$ cat config.mk
export PLATFORM = sky130hd
export DESIGN_NAME = stop_wake_ctrl
export DESIGN_NICKNAME = d
export VERILOG_FILES = /design/src/rtl/stopwake_pkg.sv /design/src/rtl/sw_wake_qual.sv /design/src/rtl/sw_stab_timer.sv /design/src/rtl/sw_ctx_hold.sv /design/src/rtl/stop_wake_ctrl.sv
export SDC_FILE = /design/constraint.sdc
export NUM_CORES = 1
export LEC_CHECK = 0
export BUFFER_PORTS_ARGS = -buffer_cell sky130_fd_sc_hd__buf_2
export CAP_MARGIN = 20
export CORE_UTILIZATION = 45
export CTS_CLUSTER_DIAMETER = 120
export DETAILED_ROUTE_END_ITERATION = 7
export GPL_TIMING_DRIVEN = 0
export PLACE_DENSITY = 0.69
export SLEW_MARGIN = 20
export SYNTH_ARGS = -nofsm -noshare
export SYNTH_HDL_FRONTEND = slang
export SYNTH_SLANG_ARGS = --single-unit
$ cat constraint.sdc
create_clock -name clk -period 2.4 [get_ports clk]
set_clock_uncertainty 0.05 [all_clocks]
set_input_delay 0.24 -clock clk [delete_from_list [all_inputs] [get_ports clk]]
set_output_delay 0.24 -clock clk [all_outputs]
set_load 0.02 [all_outputs]
$ cat src/rtl/stopwake_pkg.sv
package stopwake_pkg;

  typedef enum logic [1:0] {
    ST_RUN  = 2'd0,
    ST_STOP = 2'd1,
    ST_STAB = 2'd2,
    ST_REL  = 2'd3
  } sw_state_e;

  typedef struct packed {
    logic main_on;
    logic sub_on;
    logic sel_main;
  } osc_ctx_t;

  localparam osc_ctx_t CTX_DEFAULT = '{main_on: 1'b1, sub_on: 1'b0, sel_main: 1'b1};

  function automatic osc_ctx_t capture_ctx(logic main_run, logic sub_run, logic sel_main);
    osc_ctx_t c;
    c.main_on  = main_run;
    c.sub_on   = sub_run;
    c.sel_main = sel_main;
    return c;
  endfunction

endpackage

$ cat src/rtl/sw_wake_qual.sv
module sw_wake_qual #(
  parameter int NUM_EXT = 4,
  localparam int NUM_SRC = NUM_EXT + 5
) (
  input  logic [NUM_SRC-1:0] req,
  input  logic [NUM_SRC-1:0] snap,
  input  logic [NUM_SRC-1:0] en,
  input  logic [NUM_EXT-1:0] dir_ext,
  input  logic               dir_key,
  input  logic               mask_all,
  output logic [NUM_SRC-1:0] hit_vec,
  output logic               hit
);

  logic [NUM_SRC-1:0] pin_ok;

  for (genvar i = 0; i < NUM_SRC; i++) begin : g_pin
    if (i < NUM_EXT) begin : g_ext
      assign pin_ok[i] = ~dir_ext[i];
    end else if (i == NUM_SRC - 1) begin : g_key
      assign pin_ok[i] = ~dir_key;
    end else begin : g_int
      assign pin_ok[i] = 1'b1;
    end
  end

  function automatic logic [NUM_SRC-1:0] qualify(
    logic [NUM_SRC-1:0] r, logic [NUM_SRC-1:0] s,
    logic [NUM_SRC-1:0] e, logic [NUM_SRC-1:0] p, logic m);
    if (m) return '0;
    return r & ~s & e & p;
  endfunction

  assign hit_vec = qualify(req, snap, en, pin_ok, mask_all);
  assign hit     = |hit_vec;

endmodule

$ cat src/rtl/sw_stab_timer.sv
module sw_stab_timer #(
  parameter int MAIN_LEN = 8192,
  parameter int SUB_LEN  = 16,
  localparam int CW = (MAIN_LEN > 2) ? $clog2(MAIN_LEN) : 1
) (
  input  logic clk,
  input  logic rst_n,
  input  logic load,
  input  logic use_main,
  input  logic run,
  output logic done
);

  localparam logic [CW-1:0] MAIN_LAST = CW'(MAIN_LEN - 1);
  localparam logic [CW-1:0] SUB_LAST  = CW'(SUB_LEN - 1);

  logic [CW-1:0] cnt_q;
  logic [CW-1:0] last_q;

  function automatic logic [CW-1:0] pick_last(logic m);
    return m ? MAIN_LAST : SUB_LAST;
  endfunction

  assign done = run && (cnt_q == last_q);

  always_ff @(posedge clk or negedge rst_n) begin
    if (!rst_n) begin
      cnt_q  <= '0;
      last_q <= MAIN_LAST;
    end else if (load) begin
      cnt_q  <= '0;
      last_q <= pick_last(use_main);
    end else if (run && !done) begin
      cnt_q <= cnt_q + 1'b1;
    end
  end

endmodule

$ cat src/rtl/sw_ctx_hold.sv
module sw_ctx_hold import stopwake_pkg::*; #(
  parameter int NUM_SRC = 9
) (
  input  logic               clk,
  input  logic               rst_n,
  input  logic               enter,
  input  logic               rst_wake,
  input  logic [NUM_SRC-1:0] irq_req,
  input  logic               main_run,
  input  logic               sub_run,
  input  logic               sel_main,
  input  logic               lcd_en,
  input  logic [1:0]         tmr12_ie,
  output logic [NUM_SRC-1:0] snap,
  output osc_ctx_t           ctx,
  output logic               lcd_flag,
  output logic               cfg_err
);

  always_ff @(posedge clk or negedge rst_n) begin
    if (!rst_n) begin
      snap     <= '0;
      ctx      <= CTX_DEFAULT;
      lcd_flag <= 1'b0;
      cfg_err  <= 1'b0;
    end else if (enter) begin
      snap     <= irq_req;
      ctx      <= capture_ctx(main_run, sub_run, sel_main);
      lcd_flag <= lcd_en;
      cfg_err  <= cfg_err | (|tmr12_ie);
    end else if (rst_wake) begin
      ctx      <= CTX_DEFAULT;
      lcd_flag <= 1'b0;
      cfg_err  <= 1'b0;
    end
  end

endmodule

$ cat src/rtl/stop_wake_ctrl.sv
module stop_wake_ctrl import stopwake_pkg::*; #(
  parameter int NUM_EXT   = 4,
  parameter int STAB_MAIN = 8192,
  parameter int STAB_SUB  = 16,
  localparam int NUM_SRC  = NUM_EXT + 5
) (
  input  logic               clk,
  input  logic               rst_n,
  input  logic               stp_req,
  input  logic               wdt_wr,
  input  logic [NUM_SRC-1:0] irq_req,
  input  logic [NUM_SRC-1:0] irq_en,
  input  logic               irq_mask_all,
  input  logic [1:0]         tmr12_ie,
  input  logic [NUM_EXT-1:0] dir_ext,
  input  logic               dir_key,
  input  logic               main_run,
  input  logic               sub_run,
  input  logic               sel_main,
  input  logic               lcd_en,
  input  logic               rst_pin,
  output logic               main_osc_en,
  output logic               sub_osc_en,
  output logic               clk_release,
  output logic               tmr_preset,
  output logic               wake_fwd,
  output logic [NUM_SRC-1:0] wake_vec,
  output logic               int_rst_req,
  output logic               cfg_err,
  output logic               lcd_dc_warn
);

  sw_state_e state_q, state_d;

  logic               wdt_seen_q, rel_ph_q, from_irq_q, preset_q, deny_q;
  logic [NUM_SRC-1:0] vec_q, snap, hit_vec;
  logic               hit, stab_done;
  osc_ctx_t           ctx;

  logic in_run, in_stop, in_stab, in_rel;
  logic stop_go, stop_deny, rst_wake, irq_wake, wake_any, rel_exit;

  assign in_run    = (state_q == ST_RUN);
  assign in_stop   = (state_q == ST_STOP);
  assign in_stab   = (state_q == ST_STAB);
  assign in_rel    = (state_q == ST_REL);
  assign stop_go   = in_run && stp_req && wdt_seen_q;
  assign stop_deny = in_run && stp_req && !wdt_seen_q;
  assign rst_wake  = in_stop && rst_pin;
  assign irq_wake  = in_stop && !rst_pin && hit;
  assign wake_any  = rst_wake || irq_wake;
  assign rel_exit  = in_rel && rel_ph_q;

  sw_wake_qual #(.NUM_EXT(NUM_EXT)) u_qual (
    .req      (irq_req),
    .snap     (snap),
    .en       (irq_en),
    .dir_ext  (dir_ext),
    .dir_key  (dir_key),
    .mask_all (irq_mask_all),
    .hit_vec  (hit_vec),
    .hit      (hit)
  );

  sw_ctx_hold #(.NUM_SRC(NUM_SRC)) u_ctx (
    .clk      (clk),
    .rst_n    (rst_n),
    .enter    (stop_go),
    .rst_wake (rst_wake),
    .irq_req  (irq_req),
    .main_run (main_run),
    .sub_run  (sub_run),
    .sel_main (sel_main),
    .lcd_en   (lcd_en),
    .tmr12_ie (tmr12_ie),
    .snap     (snap),
    .ctx      (ctx),
    .lcd_flag (lcd_dc_warn),
    .cfg_err  (cfg_err)
  );

  sw_stab_timer #(.MAIN_LEN(STAB_MAIN), .SUB_LEN(STAB_SUB)) u_timer (
    .clk      (clk),
    .rst_n    (rst_n),
    .load     (wake_any),
    .use_main (rst_wake || ctx.sel_main),
    .run      (in_stab),
    .done     (stab_done)
  );

  always_comb begin
    state_d = state_q;
    unique case (state_q)
      ST_RUN:  if (stop_go)   state_d = ST_STOP;
      ST_STOP: if (wake_any)  state_d = ST_STAB;
      ST_STAB: if (stab_done) state_d = ST_REL;
      ST_REL:  if (rel_ph_q)  state_d = ST_RUN;
      default:                state_d = ST_RUN;
    endcase
  end

  always_ff @(posedge clk or negedge rst_n) begin
    if (!rst_n) begin
      state_q    <= ST_RUN;
      wdt_seen_q <= 1'b0;
      rel_ph_q   <= 1'b0;
      from_irq_q <= 1'b0;
      preset_q   <= 1'b0;
      deny_q     <= 1'b0;
      vec_q      <= '0;
    end else begin
      state_q  <= state_d;
      preset_q <= irq_wake;
      deny_q   <= stop_deny;
      rel_ph_q <= in_rel && !rel_ph_q;
      if (rel_exit)    wdt_seen_q <= 1'b0;
      else if (wdt_wr) wdt_seen_q <= 1'b1;
      if (wake_any) from_irq_q <= irq_wake;
      if (irq_wake) vec_q      <= hit_vec;
    end
  end

  always_comb begin
    unique case (state_q)
      ST_RUN: begin
        main_osc_en = main_run;
        sub_osc_en  = sub_run;
      end
      ST_STOP: begin
        main_osc_en = 1'b0;
        sub_osc_en  = 1'b0;
      end
      default: begin
        main_osc_en = ctx.main_on | ctx.sel_main;
        sub_osc_en  = ctx.sub_on;
      end
    endcase
  end

  assign clk_release = in_run || in_rel;
  assign tmr_preset  = preset_q;
  assign wake_fwd    = rel_exit && from_irq_q;
  assign wake_vec    = vec_q;
  assign int_rst_req = deny_q;

endmodule

==> flow_metrics.env <==
export IMPL_place_ws_ns=0.1071
export IMPL_firstDrtPassIters=6
export IMPL_async_flop_share_pct=100.0
export IMPL_setup_viol=0
export IMPL_final_antenna_net_count=0
export IMPL_syn_inst=216
export IMPL_synthFlopType="dfrtp_1"
export IMPL_r2r_end="state_q[1]"
export IMPL_cts_tree="built"
export IMPL_hp_class="input pin to flip-flop"
export IMPL_synth_area_leaders="dfrtp_1 47%, nand2_1 7.1%, nor2_1 4.2%"
export IMPL_startpoint="u_timer.cnt_q[5]"
export IMPL_io_pins=52
export IMPL_grt_max_degree=45
export IMPL_port_buffers=50
export IMPL_crit_path_end_kind="flip-flop"
export IMPL_synth_edff_count=0
export IMPL_antenna_cells=0
export IMPL_clock_path_buffers=2
export IMPL_maxSlewViolCount=0
export IMPL_worstPathRequired_ns=2.53
export IMPL_final_hold_violation_count=0
export IMPL_area_delta_synth_final_pct=20.29
export IMPL_reg2reg_depth=6
export IMPL_dp_hpwl_um=3112
export IMPL_failed_checks="design-rule violations"
export IMPL_worst_slew_pin_transition_ns=0.4620
export IMPL_netlist_cell_type_count=44
export IMPL_ctsHoldBuffers=0
export IMPL_ys_seq_area_share_pct=51.04
export IMPL_timing_rr_start="u_timer.cnt_q[5]"
export IMPL_netlist_area_leader_share_pct=47.40
export IMPL_fin_ws_ns=0.1431
export IMPL_cp_endpoint="state_q[1]"
export IMPL_drt_wirelength_per_cell_um=12.66
export IMPL_rrSetupSlack_ns=0.14
export IMPL_routabilityCongestion=0.7376
export IMPL_crit_path_max_fanout=6
export IMPL_vias=1667
export IMPL_ys_ff_latch=44
export IMPL_path_clk_slew_ns=0.08
export IMPL_clkLatencyLatePin_ns=0.30
export IMPL_cp_arrival_ns=2.39
export IMPL_fp_coreArea_sq_mm=0.004474
export IMPL_period_share_pct=94.04
export IMPL_relSlewSlack_pct=69.20
export IMPL_syn_area_per_cell_sq_um=10.02
export IMPL_overflow=0
export IMPL_die_w_um=71.36
export IMPL_grt_use_total_pct=19.13
export IMPL_outcome="finished, violations left"
export IMPL_antenna_found_initial=0
export IMPL_min_from="irq_req[6]"
export IMPL_drv_cap=0
export IMPL_synth_nets=256
export IMPL_ys_warn_count=0
export IMPL_grt_pass1_wl_um=7617
export IMPL_p_leak_uw=0.001307
export IMPL_finalCriticalPeriod_ns=2.257
export IMPL_die_h_um=71.36
export IMPL_clock_sinks=44
export IMPL_rsz0062_at_grt="false"
export IMPL_die_area_sq_mm=0.005092
export IMPL_start_kind="flip-flop"
export IMPL_cts_setup_buffers=0
export IMPL_syn_area_sq_mm=0.002165
export IMPL_avgViaCountPerCell=5.082
export IMPL_nFillCells=415
export IMPL_synth_common_cells="41 x dfrtp_1, 41 x nand2_1, 24 x nor2_1"
export IMPL_grt_pass1_vias=1739
export IMPL_cellPowerDensity_mw_per_mm2=1045
export IMPL_drive_gt1_share_pct=26.81
export IMPL_critPathKind="flip-flop to flip-flop"
export IMPL_clock_fmax_ghz=0.4431
export IMPL_htreeDepth=2
export IMPL_drtIter0Drc=44
export IMPL_ir_worst_vdd_mv=0.4423
export IMPL_cts_root_buf="clkbuf_8"
export IMPL_cts_buffers=5
export IMPL_synth_top_area_cell="dfrtp_1"
export IMPL_fin_nets=315
export IMPL_ctsResizeCount=0
export IMPL_min_path_cells=3
export IMPL_start_util_pct=48.38
export IMPL_wl_um=4151
export IMPL_remaining_drc_errors=1
export IMPL_tns_ns=0
export IMPL_num_rows=24
-- area by class of cell --
class                   instances  area [sq um]  area share [%]
flip-flops and latches         44          1105           42.43
multi-input cells             156         987.2           37.91
repair buffers                 52         280.3           10.76
clock buffers                   7         86.33           3.316
well taps                      52         65.06           2.499
plain buffers                   7         38.79           1.490
inverters                       9         33.78           1.297
clock inverters                 1         7.507          0.2883
-- cells in the final DEF, fill, tap and decap left out, types with 4 or more instances in the layout --
master,instances
nor4bb_1,4
clkbuf_1,5
nand3_1,8
inv_1,9
mux2_4,5
xnor2_1,9
clkbuf_8,6
nand2_1,41
nor3_1,9
a21oi_1,7
nor2_1,24
ha_1,5
buf_2,51
and3_1,4
dfrtp_1,41
-- power by group --
group,switching [uW],internal [uW]
Sequential,150,1000
Combinational,629,448
Clock,257,234
-- logic make-up (layout without fill, tap and decap cells) --
group                    Yosys count  count (layout)  synth area share (%)
AND/OR/NAND/NOR                  110             110                 25.49
flip-flops                        44              44                 51.04
AO/OA/AOI/OAI                     20              20                 6.763
buffers and inverters             16              76                 3.352
multiplexers                      11              11                 6.416
XOR/XNOR                          10              10                 4.047
adder cells (fa/ha/maj)            5               5                 2.890
-- how the worst min path moves through the flow --
stage | to | slack [ns]
6_report | u_ctx.snap[6] | 0.09
5_1_grt | u_ctx.snap[5] | 0.09
4_1_cts | state_q[0] | 0.07
3_5_place_dp | wdt_seen_q | 0.39
3_3_place_gp | wdt_seen_q | 0.39
2_1_floorplan | from_irq_q | -0.11
-- critical path, cell delays in order (launching register included) --
cell and delay [ns]:
dfrtp_1 0.44, or4_1 0.51, mux2_2 0.31, a211oi_4 0.32, or2b_1 0.23, o311ai_2 0.14, mux2i_1 0.14
-- registers in the layout (all words and copies together) (netlist names) --
signal,count
u_ctx.lcd_flag,1
wdt_seen_q,1
int_rst_req,1
u_timer.cnt_q,13
state_q,2
u_ctx.snap,9
rel_ph_q,1
wake_vec,9
tmr_preset,1
from_irq_q,1
u_ctx.cfg_err,1
u_ctx.ctx,3
u_timer.last_q,1
-- stage by stage --
step | hold WS, ns | util (%) | cell area [sq um] | std cells | total power [uW]
finish | 0.08728 | 58.19 | 2604 | 328 | 2722
detailed placement | 0.3874 | 55.43 | 2480 | 318 | 2256
CTS | 0.07459 | 57.52 | 2574 | 326 | 2750
global placement | 0.3876 | 55.43 | 2480 | 318 | 2225
global route | 0.08839 | 58.19 | 2604 | 328 | 2941
floorplan | -0.1056 | - | 2165 | 216 | 1933
-- metal layers --
metal	vias to the layer above	GRT usage, %	wire length, um
met5	-	0	0
met4	0	7.333	56
met3	5	4.641	162
met2	32	31.22	1903
met1	772	24.75	2029
li1	858	-	-
No activity file was read; power rests on OpenSTA's default activity.
